===== src/rtl/irq_evt_pkg.sv =====
package irq_evt_pkg;

    typedef enum logic [1:0] {
        BR_TARGET_ONLY = 2'd0,
        BR_PERIPH_MT   = 2'd1,
        BR_HOST        = 2'd2
    } bridge_mode_e;

    localparam int BIT_WR_FAIL  = 0;
    localparam int BIT_RD_FAIL  = 1;
    localparam int BIT_NP_DISC  = 2;
    localparam int BIT_ME_FALL  = 3;
    localparam int BIT_ME_RISE  = 4;
    localparam int BIT_IRQ_FALL = 6;
    localparam int NUM_EVT      = 7;
    localparam int PCI_CLR_W    = 3;

    // Which status bits exist for a mode / port configuration.
    function automatic logic [63:0] present_bits(bridge_mode_e mode, bit has_np);
        logic [63:0] b;
        b = '0;
        if (mode != BR_TARGET_ONLY) begin
            b[BIT_WR_FAIL] = 1'b1;
            b[BIT_RD_FAIL] = 1'b1;
            b[BIT_ME_FALL] = 1'b1;
            b[BIT_ME_RISE] = 1'b1;
        end
        if (mode == BR_HOST) begin
            b[BIT_IRQ_FALL] = 1'b1;
        end
        if (has_np) begin
            b[BIT_NP_DISC] = 1'b1;
        end
        return b;
    endfunction

endpackage


===== src/rtl/evt_edge_det.sv =====
// Registers a level and flags any change against the previous clock.
module evt_edge_det #(
    parameter logic IDLE_LVL = 1'b0
) (
    input  logic clk,
    input  logic rst,
    input  logic sig,
    output logic toggled
);
    logic prev_q;

    always_ff @(posedge clk) begin
        if (rst) begin
            prev_q <= IDLE_LVL;
        end else begin
            prev_q <= sig;
        end
    end

    assign toggled = sig ^ prev_q;
endmodule


===== src/rtl/evt_sticky_bit.sv =====
// One write-one-to-clear status bit; a set in the same cycle as a clear wins.
module evt_sticky_bit #(
    parameter bit PRESENT = 1'b1
) (
    input  logic clk,
    input  logic rst,
    input  logic set,
    input  logic clr,
    output logic q
);
    always_ff @(posedge clk) begin
        if (rst || !PRESENT) begin
            q <= 1'b0;
        end else begin
            q <= (q & ~clr) | set;
        end
    end
endmodule


===== src/rtl/evt_csr_decode.sv =====
// Offset decode for the status and enable words.
module evt_csr_decode #(
    parameter int              ADDR_W   = 16,
    parameter logic [ADDR_W-1:0] STAT_OFS = 16'h3060,
    parameter logic [ADDR_W-1:0] MASK_OFS = 16'h3070
) (
    input  logic [ADDR_W-1:0] addr,
    input  logic              wr,
    output logic              hit_stat,
    output logic              hit_mask,
    output logic              wr_stat,
    output logic              wr_mask
);
    always_comb begin
        hit_stat = (addr == STAT_OFS);
        hit_mask = (addr == MASK_OFS);
        wr_stat  = wr && hit_stat;
        wr_mask  = wr && hit_mask;
    end
endmodule


===== src/rtl/irq_event_status.sv =====
module irq_event_status
    import irq_evt_pkg::*;
#(
    parameter int           ADDR_W        = 16,
    parameter int           DATA_W        = 32,
    parameter bridge_mode_e MODE          = BR_HOST,
    parameter bit           HAS_NP_MASTER = 1'b1,
    parameter logic [ADDR_W-1:0] STAT_OFS = 16'h3060,
    parameter logic [ADDR_W-1:0] MASK_OFS = 16'h3070
) (
    input  logic              clk,
    input  logic              rst,
    input  logic [ADDR_W-1:0] loc_addr,
    input  logic              loc_wr,
    input  logic [DATA_W-1:0] loc_wdata,
    output logic [DATA_W-1:0] loc_rdata,
    input  logic              pci_clr_en,
    input  logic [2:0]        pci_clr_mask,
    input  logic              ev_wr_fail,
    input  logic              ev_rd_fail,
    input  logic              ev_np_discard,
    input  logic              cmd_master_en,
    input  logic              irq_in_n,
    output logic              irq_out
);
    localparam logic [63:0]       IMPL_ALL  = present_bits(MODE, HAS_NP_MASTER);
    localparam logic [DATA_W-1:0] IMPL_MASK = IMPL_ALL[DATA_W-1:0];

    logic hit_stat, hit_mask, wr_stat, wr_mask;
    logic me_chg, irqn_chg;
    logic [NUM_EVT-1:0] raw_set, set_vec, clr_vec, stat_q;
    logic [DATA_W-1:0]  mask_q;
    logic               irq_q;

    evt_csr_decode #(
        .ADDR_W   (ADDR_W),
        .STAT_OFS (STAT_OFS),
        .MASK_OFS (MASK_OFS)
    ) u_dec (
        .addr     (loc_addr),
        .wr       (loc_wr),
        .hit_stat (hit_stat),
        .hit_mask (hit_mask),
        .wr_stat  (wr_stat),
        .wr_mask  (wr_mask)
    );

    evt_edge_det #(.IDLE_LVL(1'b0)) u_me_edge (
        .clk     (clk),
        .rst     (rst),
        .sig     (cmd_master_en),
        .toggled (me_chg)
    );

    evt_edge_det #(.IDLE_LVL(1'b1)) u_irq_edge (
        .clk     (clk),
        .rst     (rst),
        .sig     (irq_in_n),
        .toggled (irqn_chg)
    );

    always_comb begin
        raw_set               = '0;
        raw_set[BIT_WR_FAIL]  = ev_wr_fail;
        raw_set[BIT_RD_FAIL]  = ev_rd_fail;
        raw_set[BIT_NP_DISC]  = ev_np_discard;
        raw_set[BIT_ME_FALL]  = me_chg & ~cmd_master_en;
        raw_set[BIT_ME_RISE]  = me_chg & cmd_master_en;
        raw_set[BIT_IRQ_FALL] = irqn_chg & ~irq_in_n;
        set_vec = raw_set & IMPL_MASK[NUM_EVT-1:0];
    end

    always_comb begin
        clr_vec = wr_stat ? loc_wdata[NUM_EVT-1:0] : '0;
        if (pci_clr_en) begin
            clr_vec[PCI_CLR_W-1:0] = clr_vec[PCI_CLR_W-1:0] | pci_clr_mask;
        end
    end

    for (genvar gi = 0; gi < NUM_EVT; gi++) begin : g_bit
        evt_sticky_bit #(.PRESENT(IMPL_MASK[gi])) u_bit (
            .clk (clk),
            .rst (rst),
            .set (set_vec[gi]),
            .clr (clr_vec[gi]),
            .q   (stat_q[gi])
        );
    end

    always_ff @(posedge clk) begin
        if (rst) begin
            mask_q <= '0;
        end else if (wr_mask) begin
            mask_q <= loc_wdata & IMPL_MASK;
        end
    end

    always_ff @(posedge clk) begin
        if (rst) begin
            irq_q <= 1'b0;
        end else begin
            irq_q <= |(stat_q & mask_q[NUM_EVT-1:0]);
        end
    end

    always_comb begin
        loc_rdata = '0;
        if (hit_stat) begin
            loc_rdata[NUM_EVT-1:0] = stat_q;
        end else if (hit_mask) begin
            loc_rdata = mask_q;
        end
    end

    assign irq_out = irq_q;
endmodule


===== config.mk =====
export PLATFORM = sky130hd
export DESIGN_NAME = irq_event_status
export DESIGN_NICKNAME = d
export VERILOG_FILES = /design/src/rtl/irq_evt_pkg.sv /design/src/rtl/evt_edge_det.sv /design/src/rtl/evt_sticky_bit.sv /design/src/rtl/evt_csr_decode.sv /design/src/rtl/irq_event_status.sv
export SDC_FILE = /design/constraint.sdc
export NUM_CORES = 1
export LEC_CHECK = 0
export BUFFER_PORTS_ARGS = -buffer_cell sky130_fd_sc_hd__buf_2
export CORE_MARGIN = 2
export CORE_UTILIZATION = 38
export DETAILED_ROUTE_END_ITERATION = 10
export PLACE_DENSITY = 0.94
export SLEW_MARGIN = 0
export SYNTH_ARGS = -nofsm -noshare
export SYNTH_HDL_FRONTEND = slang
export SYNTH_SLANG_ARGS = --single-unit

===== constraint.sdc =====
create_clock -name clk -period 3.6 [get_ports clk]
set_clock_uncertainty 0.05 [all_clocks]
set_input_delay 0.36 -clock clk [delete_from_list [all_inputs] [get_ports clk]]
set_output_delay 0.36 -clock clk [all_outputs]
set_load 0.005 [all_outputs]

# After elaboration in Yosys (flattened, before gate mapping)
# Cells that the tools add are included.
dict set report totals {
  regBits 15
  word_cells 47
}
dict set report op_classes {
  eq_ne 2
  n_mux 5
  bitwise_logic 27
  reduce_logical 3
}
# op n
set ops {}
lappend ops {{$eq A16 B14 Y1 const B} 2}
lappend ops {{$mux W25} 1}
lappend ops {{$mux W7} 3}
lappend ops {{$and A1 B1 Y1} 9}
lappend ops {{$not A1 Y1} 8}
lappend ops {{$and A7 B7 Y7} 1}
lappend ops {{$reduce_or A7 Y1} 1}
lappend ops {{$or A1 B1 Y1} 6}
lappend ops {{$mux W3} 1}
lappend ops {{$or A3 B3 Y3} 1}
lappend ops {{$logic_and A1 B1 Y1} 2}
lappend ops {{$xor A1 B1 Y1} 2}

# Depth between registers and ports, before layout
# Gate-level depths: netlist of the first run.
dict set report logic_depth {
  word_depth 8
  mapped_depth 5
}

# Hierarchy
# Synthesis of the first run repeated with hierarchy kept, for this count alone.
dict set report unflattened {
  cells_unflattened 123
  area_unflattened_um2 1022.2
}
# module n_inst cells_each area_per_inst_um2
set by_module_without_submodules {}
lappend by_module_without_submodules {irq_event_status 1 80 616.8}
lappend by_module_without_submodules {{evt_sticky_bit at g_bit[0].u_bit ...} 6 4 38.8}
lappend by_module_without_submodules {evt_csr_decode 1 11 91.3}
lappend by_module_without_submodules {evt_edge_det 2 3 35.0}
lappend by_module_without_submodules {{evt_sticky_bit at g_bit[5].u_bit} 1 2 11.3}

# Worst setup path before layout of the first run
# OpenSTA, ideal clock, no wires.
dict set report synth_path {
  path_type {input -> output}
  startpoint {input port loc_addr[9]}
  endpoint {output port loc_rdata[0]}
  arrival_time_ps 1298
  required_time_ps 3190
  setup_slack_ps 1892
  cell_stages 5
  cell_sequence {nor4b_2 > and4_4 > and2_0 > buf_2 > a22o_1}
}
dict set report synth_between {
  elab_chain_cells 3
  elab_cells_between_ends 4
  classes_between {2 x eq/ne; 2 x mux}
}
# item line
set synth_rtl {}
lappend synth_rtl {{from (decl)} irq_event_status.sv:13} ;# input logic [ADDR_W-1:0] loc_addr,
lappend synth_rtl {{$eq A16 B14 Y1} evt_csr_decode.sv:16} ;# hit_mask = (addr == MASK_OFS);
lappend synth_rtl {{$mux W7} irq_event_status.sv:110} ;# end else if (hit_mask) begin
lappend synth_rtl {{$mux W7 *} irq_event_status.sv:108} ;# if (hit_stat) begin
lappend synth_rtl {{to (decl)} irq_event_status.sv:16} ;# output logic [DATA_W-1:0] loc_rdata,
# Every way passes the cells marked *; elsewhere a longest branch is shown, timed or not.

# Worst setup path after layout of the first run
# Same ends and word-level chain as after synthesis.

==> impl_metrics.json, run 1 <==
{
  "outcome": "complete, no violations",
  "worstPathArrival_ps": 1750,
  "grt_pass1_vias": 763,
  "postCtsHoldBufs": 0,
  "first_pass_iters": 4,
  "setup_viol": 0,
  "fin_crit_ps": 2160,
  "viasPerCell": 4.71,
  "antenna_found_initial": 0,
  "layout_common_cells": "buf_2, conb_1, dfxtp_1",
  "min-delay-start": "irq_in_n",
  "final.setup.tns_ps": 0,
  "leakage_nw": 0.507,
  "grtUsageMet3_pct": 2.50,
  "grt_usage_pct": 13.6,
  "dp.cells": 174,
  "syn_inst": 110,
  "syn_area_um2": 957,
  "overflow": 0,
  "vdd_drop_max_v": 0.000181,
  "syn_to_final_growth_pct": 14.1,
  "row_count": 18,
  "hold_end": "u_irq_edge.prev_q",
  "r2r_end": "g_bit[0].u_bit.q",
  "post_cts_buffers": 0,
  "post_drt_wl_per_cell_um": 10.7,
  "clock.fmax_ghz": 0.464,
  "yosysWarnings": 0,
  "cts_tree": "built",
  "post-route-period-util_pct": 59.9,
  "fillers": 246,
  "grt_pass1_wl_um": 2980,
  "max_cap_violations": 0,
  "cts.path.max_buffers": 2,
  "hp-class": "in -> reg",
  "start_kind": "primary input",
  "powerDensity_nw_per_um2": 293,
  "crit_fanout": 12,
  "drv_slew": 0,
  "clock_latency_ps": 280,
  "crit_path_end_kind": "output pin",
  "grt_use_met1_pct": 15.5,
  "use_met2_pct": 24.9,
  "drt_iter0_markers": 17,
  "worstReg2RegStart": "g_bit[0].u_bit.q",
  "coreArea_um2": 2430,
  "cts.repair.resized": 0,
  "reg2reg_depth": 3,
  "nets": 209,
  "rsz0062_at_grt": "false",
  "ys_ff_latch": 15,
  "start_util_pct": 39.4,
  "clkTransAtPathRegs_ps": 80,
  "drc": 0,
  "reg2reg_slack_ps": 2800,
  "die_h_um": 54.2,
  "layout.cells.non_filler": 178,
  "clock-sinks": 15,
  "cts_root_buffer": "clkbuf_4",
  "dpl.hpwl_um": 1640,
  "place.gp.congestion": 0.824,
  "syn_area_per_cell_um2": 8.70,
  "busiest_layer": "met2",
  "synthDistinctLibCells": 28,
  "pin_count": 93,
  "antennaDiodeCount": 0,
  "htree_levels": 1,
  "layout_commonest_cell": "buf_2",
  "ant_nets": 0,
  "cts_buffers": 3,
  "drive_above_1_share_pct": 33.8,
  "die_x_um": 54.2,
  "ys_seq_area_share_pct": 31.4,
  "portBuffers": 40,
  "grt_max_degree": 13,
  "hold_viol": 0,
  "critPathRequiredTime_ps": 3190,
  "hold_path_depth": 3,
  "wl_um": 1910,
  "die-area_um2": 2940,
  "dr_total_vias": 838,
  "critPathKind": "in -> out"
}
Yosys cell counts, drive strengths merged:
cell	instances	share of area, %
dfxtp	15	31
inv	3	1.2
a32o	2	2.1
nand2b	1	0.65
a22o	6	5.5
a21oi	7	3.7
o21a	3	2.4
buf	28	22
clkbuf	3	1.3
nand3	2	1.6
nor2	2	1.0
a31oi	4	2.6
nor2b	2	1.3
nor3b	1	0.78
conb	1	0.39
and2	1	0.65
a22oi	3	2.4
nor4b	3	6.5
o21ai	7	3.7
and4	1	1.2
nand2	8	3.1
nand4	7	4.6
stage by stage:
step                util [%]  hold WS (ps)  power (W)  cell area [um^2]  setup WS, ps
floorplan                  -           369   0.000224              1050          1890
global placement        43.8           375   0.000227              1060          1460
detailed placement      43.8           390   0.000228              1060          1450
CTS                     44.9           218   0.000322              1090          1450
global route            44.9           212   0.000339              1090          1290
finish                  44.9           223   0.000320              1090          1440
sequential cells by signal, indices dropped and copies added (netlist names):
register	count
irq_out	1
mask_q	6
g_bit.u_bit.q	6
u_me_edge.prev_q	1
u_irq_edge.prev_q	1
cells by family after synthesis:
logic type / Yosys count / synth area share [%]
AND/OR/NAND/NOR: 28 / 21.4
AO/OA/AOI/OAI: 32 / 22.2
buffers and inverters: 34 / 24.6
other: 1 / 0.392
flip-flops: 15 / 31.4
power by group:
part,internal (W),switching [W],leakage [nW]
clock network,0.0000412,0.0000542,0.0177
registers,0.000172,0.00000497,0.123
logic,0.0000216,0.0000262,0.366
total,0.000235,0.0000854,0.507
critical path: stages:
cell	delay, ps
buf_2	100
nor4b_2	320
and4_4	350
and2_0	310
a22o_1	190
buf_2	100
area by class of cell:
| class | count | area, um^2 | area share (%) |
|---|---|---|---|
| multi-input cells | 86 | 515 | 47.2 |
| flip-flops and latches | 15 | 300 | 27.5 |
| repair buffers | 40 | 200 | 18.3 |
| well taps | 30 | 37.5 | 3.44 |
| clock buffers | 3 | 22.5 | 2.06 |
| inverters | 3 | 11.3 | 1.03 |
| clock inverters | 1 | 5.00 | 0.458 |
routing by layer:
layer	up-vias	wire length, um
met5	-	0
met4	0	14
met3	2	101
met2	36	1010
met1	379	779
li1	421	-
how the worst max path moves through the flow:
stage	to	start
3_3_place_gp	loc_rdata[0]	loc_addr[9]
5_1_grt	loc_rdata[0]	loc_addr[9]
4_1_cts	loc_rdata[0]	loc_addr[9]
6_report	loc_rdata[0]	loc_addr[9]
2_1_floorplan	loc_rdata[0]	loc_addr[9]
3_5_place_dp	loc_rdata[0]	loc_addr[9]
Note: power is estimated with default switching activity, not from simulation.
==> run 2: changes to the inputs <==
CORE_UTILIZATION = 32   (was 38)
PLACE_DENSITY = 0.85   (was 0.94)
clock period = 1.85 ns   (was 3.6 ns; I/O delays follow)
==> impl_metrics.json, run 2 (synthesis gave the netlist of run 1 again) <==
{
  "outcome": "complete, but fails checks",
  "violations": "DRC",
  "cts_root_buffer": "clkbuf_4",
  "post-route-period-util_pct": 92.4,
  "post_cts_buffers": 0,
  "wl_um": 2000,
  "fin_crit_ps": 1710,
  "power.share.clock_pct": 30.0,
  "hp-class": "in -> reg",
  "die-area_um2": 3440,
  "start_kind": "primary input",
  "grt_usage_pct": 11.7,
  "antenna_found_initial": 0,
  "drv_slew": 0,
  "critPathRequiredTime_ps": 1620,
  "cts.path.max_buffers": 2,
  "antennaDiodeCount": 0,
  "ant_nets": 0,
  "grt_pass1_vias": 681,
  "nets": 211,
  "dpl.hpwl_um": 1650,
  "max_cap_violations": 0,
  "postCtsHoldBufs": 0,
  "hold_viol": 0,
  "coreArea_um2": 2810,
  "grt_pass1_wl_um": 3070,
  "p_int_w": 0.000457,
  "rsz0062_at_grt": "false",
  "setup_viol": 0,
  "clock.fmax_ghz": 0.585,
  "dr_total_vias": 843,
  "holdWs_ps": 47.8,
  "row_count": 19,
  "critPathKind": "in -> out",
  "crit_path_end_kind": "output pin",
  "clock_latency_ps": 280,
  "drc": 2,
  "first_pass_iters": 7,
  "overflow": 0,
  "comb_power_share_pct": 14.9,
  "leakage_nw": 0.517,
  "htree_levels": 1,
  "crit_fanout": 6,
  "layout_commonest_cell": "buf_2",
  "max_stage_delay_ps": 330,
  "layout_common_cells": "buf_2, conb_1, dfxtp_1",
  "powerDensity_nw_per_um2": 565,
  "final_core_util_pct": 39.5,
  "pin_count": 93,
  "drt_iter0_markers": 24,
  "worstPathArrival_ps": 1470,
  "final.setup.tns_ps": 0,
  "die_x_um": 58.7,
  "viasPerCell": 4.66,
  "path_cells": "buf_2, nor4b_2, and4_4, and2_0, a22o_1, buf_2",
  "reg2reg_slack_ps": 1050,
  "cts.repair.resized": 0,
  "clock-sinks": 15,
  "fillers": 317,
  "cp_common_cell": "buf_2",
  "vdd_drop_max_v": 0.000256,
  "syn_to_final_growth_pct": 15.8,
  "clkTransAtPathRegs_ps": 90,
  "portBuffers": 40,
  "reg.largest.list": "g_bit.u_bit.q: 6 flops, mask_q: 6 flops",
  "cts_buffers": 3,
  "place.gp.congestion": 0.800,
  "die_h_um": 58.7,
  "post_drt_wl_per_cell_um": 11.1,
  "critPathSlowestCell": "nor4b_2",
  "cts_tree": "built",
  "grt_max_degree": 12,
  "p_switching_w": 0.000169,
  "switching_share_pct": 27.0,
  "start_util_pct": 34.1,
  "drive_above_1_share_pct": 34.7,
  "seqPwrFrac_pct": 55.1
}
run 2: cell types whose count changed in the layout (fill, tap and decap cells not counted), sizes merged:
cell,change
buf,+2
run 2: critical path, delay by kind of cell:
| kind | cells | cell delay (ps) |
|---|---|---|
| buffers and inverters | 2 | 200 |
| and+or+nand+nor | 3 | 890 |
| AOI/OAI and AO/OA | 1 | 190 |
run 2: metal layers:
layer	GRT usage (%)	routed length [um]
met4	4.87	23
met5	0	0
met2	18.8	958
met1	15.3	838
met3	2.42	183
run 2: power groups by stage:
stage / registers, W / clock network [W] / logic, W
2_1_floorplan: 0.000349 / 0 / 0.0000865
3_3_place_gp: 0.000352 / 0 / 0.0000903
3_5_place_dp: 0.000352 / 0 / 0.0000927
4_1_cts: 0.000345 / 0.000185 / 0.0000930
5_1_grt: 0.000347 / 0.000212 / 0.000105
6_report: 0.000345 / 0.000188 / 0.0000932
run 2: worst paths after layout:
check,from,end,depth (start not counted)
max,loc_addr[9],loc_rdata[2],6
min reg2reg,u_irq_edge.prev_q,g_bit[6].u_bit.q,1
min,irq_in_n,u_irq_edge.prev_q,3
max reg2reg,g_bit[2].u_bit.q,g_bit[2].u_bit.q,3
run 2: layout make-up:
cell class | instances | area (um^2) | area share [%]
Inverter | 3 | 11.3 | 1.02
Clock buffer | 3 | 22.5 | 2.03
Tap cell | 31 | 38.8 | 3.50
Sequential cell | 15 | 300 | 27.1
Multi-Input combinational cell | 86 | 515 | 46.5
Clock inverter | 1 | 5.00 | 0.451
Timing Repair Buffer | 42 | 215 | 19.4
run 2: metrics by stage:
step	worst slack, ps	cell area, um^2	std cells	power (W)
finish	141	1110	181	0.000627
global route	49.9	1110	181	0.000664
CTS	126	1110	181	0.000623
detailed placement	127	1080	177	0.000445
global placement	161	1080	177	0.000442
floorplan	492	1050	135	0.000435
==> run 3: changes to the inputs <==
CORE_MARGIN = 5   (was 2)
clock period = 1.55 ns   (was 1.85 ns; I/O delays follow)
==> impl_metrics.json, run 3 (synthesis gave the netlist of run 1 again) <==
{
  "p_switching_w": 0.000194,
  "die-area_um2": 4180,
  "cts.path.max_buffers": 2,
  "max_cap_violations": 0,
  "place.gp.congestion": 0.753,
  "drt_iter0_markers": 24,
  "grt_max_degree": 12,
  "hold_viol": 0,
  "portBuffers": 40,
  "start_kind": "primary input",
  "fillers": 285,
  "switching_share_pct": 25.7,
  "postCtsHoldBufs": 0,
  "drv_slew": 0,
  "cts_tree": "built",
  "power.share.clock_pct": 28.8,
  "pre_cts_ws_ps": 1.61,
  "grt_pass1_wl_um": 3380,
  "vdd_drop_max_v": 0.000214,
  "crit_fanout": 6,
  "wl_um": 2330,
  "p_int_w": 0.000561,
  "grt_pass1_vias": 798,
  "hp-class": "in -> reg",
  "syn_to_final_growth_pct": 23.4,
  "layout_common_cells": "buf_2, conb_1, dfxtp_1",
  "crit_path_end_kind": "output pin",
  "die_x_um": 64.7,
  "holdWs_ps": 11.6,
  "start_util_pct": 34.1,
  "clock-sinks": 15,
  "grt_usage_pct": 10.3,
  "placed_area_um2": 1100,
  "final.setup.tns_ps": 0,
  "cts_root_buffer": "clkbuf_4",
  "viasPerCell": 4.62,
  "row_count": 19,
  "clock_latency_ps": 270,
  "pin_count": 93,
  "post_drt_wl_per_cell_um": 12.6,
  "antennaDiodeCount": 0,
  "htree_levels": 1,
  "finalInstanceArea_um2": 1180,
  "critPathRequiredTime_ps": 1340,
  "powerDensity_nw_per_um2": 639,
  "fin_crit_ps": 1540,
  "nets": 215,
  "p_total_w": 0.000755,
  "rsz0062_at_grt": "true",
  "critPathKind": "in -> out",
  "post-route-period-util_pct": 99.3,
  "ant_nets": 0,
  "setup_viol": 0,
  "drive_above_1_share_pct": 36.4,
  "setup_ws_ps": 11.3,
  "coreArea_um2": 2810,
  "seqPwrFrac_pct": 54.5,
  "outcome": "complete, no violations",
  "clock.fmax_ghz": 0.650,
  "antenna_found_initial": 0,
  "overflow": 0,
  "leakage_nw": 0.551,
  "comb_power_share_pct": 16.8,
  "cts_buffers": 3,
  "dr_total_vias": 855,
  "clkTransAtPathRegs_ps": 80,
  "reg.largest.list": "g_bit.u_bit.q: 6 flops, mask_q: 6 flops",
  "drc": 0,
  "worstPathArrival_ps": 1330,
  "layout_commonest_cell": "buf_2",
  "first_pass_iters": 4,
  "die_h_um": 64.7
}
==> run 3: worst max-delay path, cell delays in order <==
cell	delay (ps)
buf_6	100
nor4b_4	280
and4_4	260
and2_0	140
buf_4	150
a22o_1	140
buf_2	110
==> run 3: per-stage QoR <==
step,cells,util [%]
floorplan,135,-
global placement,180,39.3
detailed placement,180,39.3
CTS,184,40.6
global route,185,42.1
finish,185,42.1
==> run 3: metal layers <==
| metal | part of all wire (%) | wire [um] | GRT usage [%] |
|---|---|---|---|
| met1 | 37 | 870 | 11.0 |
| met2 | 51 | 1200 | 18.7 |
| met3 | 9.7 | 226 | 2.59 |
| met4 | 1.3 | 30 | 5.54 |
| met5 | 0 | 0 | 0 |
==> run 3: path summary, 6_finish.rpt <==
path | slack, ps | from | depth (start not counted) | end
setup / recovery | 10 | loc_addr[14] | 7 | loc_rdata[3]
hold / removal | 10 | irq_in_n | 3 | u_irq_edge.prev_q
setup reg to reg | 740 | g_bit[4].u_bit.q | 2 | irq_out
hold reg to reg | 400 | u_irq_edge.prev_q | 1 | g_bit[6].u_bit.q
==> run 3: final cells by class <==
type	instances	area (um^2)	share of cell area [%]
Inverter	3	11.3	0.953
Tap cell	31	38.8	3.28
Multi-Input combinational cell	86	534	45.2
Sequential cell	15	300	25.4
Clock buffer	4	26.3	2.22
Timing Repair Buffer	46	270	22.9
==> run 3: power groups by stage <==
stage	clock network [W]	logic [W]	registers (W)
3_5_place_dp	0	0.000114	0.000420
2_1_floorplan	0	0.000103	0.000416
5_1_grt	0.000254	0.000141	0.000413
6_report	0.000217	0.000126	0.000411
3_3_place_gp	0	0.000111	0.000420
4_1_cts	0.000232	0.000117	0.000411
==> run 3: what timing repair did <==
action | 4_1_cts | 5_1_grt
buffers inserted | 0 | 1
gates resized for setup | 1 | 6
hold endpoints to repair | 0 | 0
gates cloned | 0 | 0
setup endpoints to repair | 1 | 6
pin swaps | 0 | 9
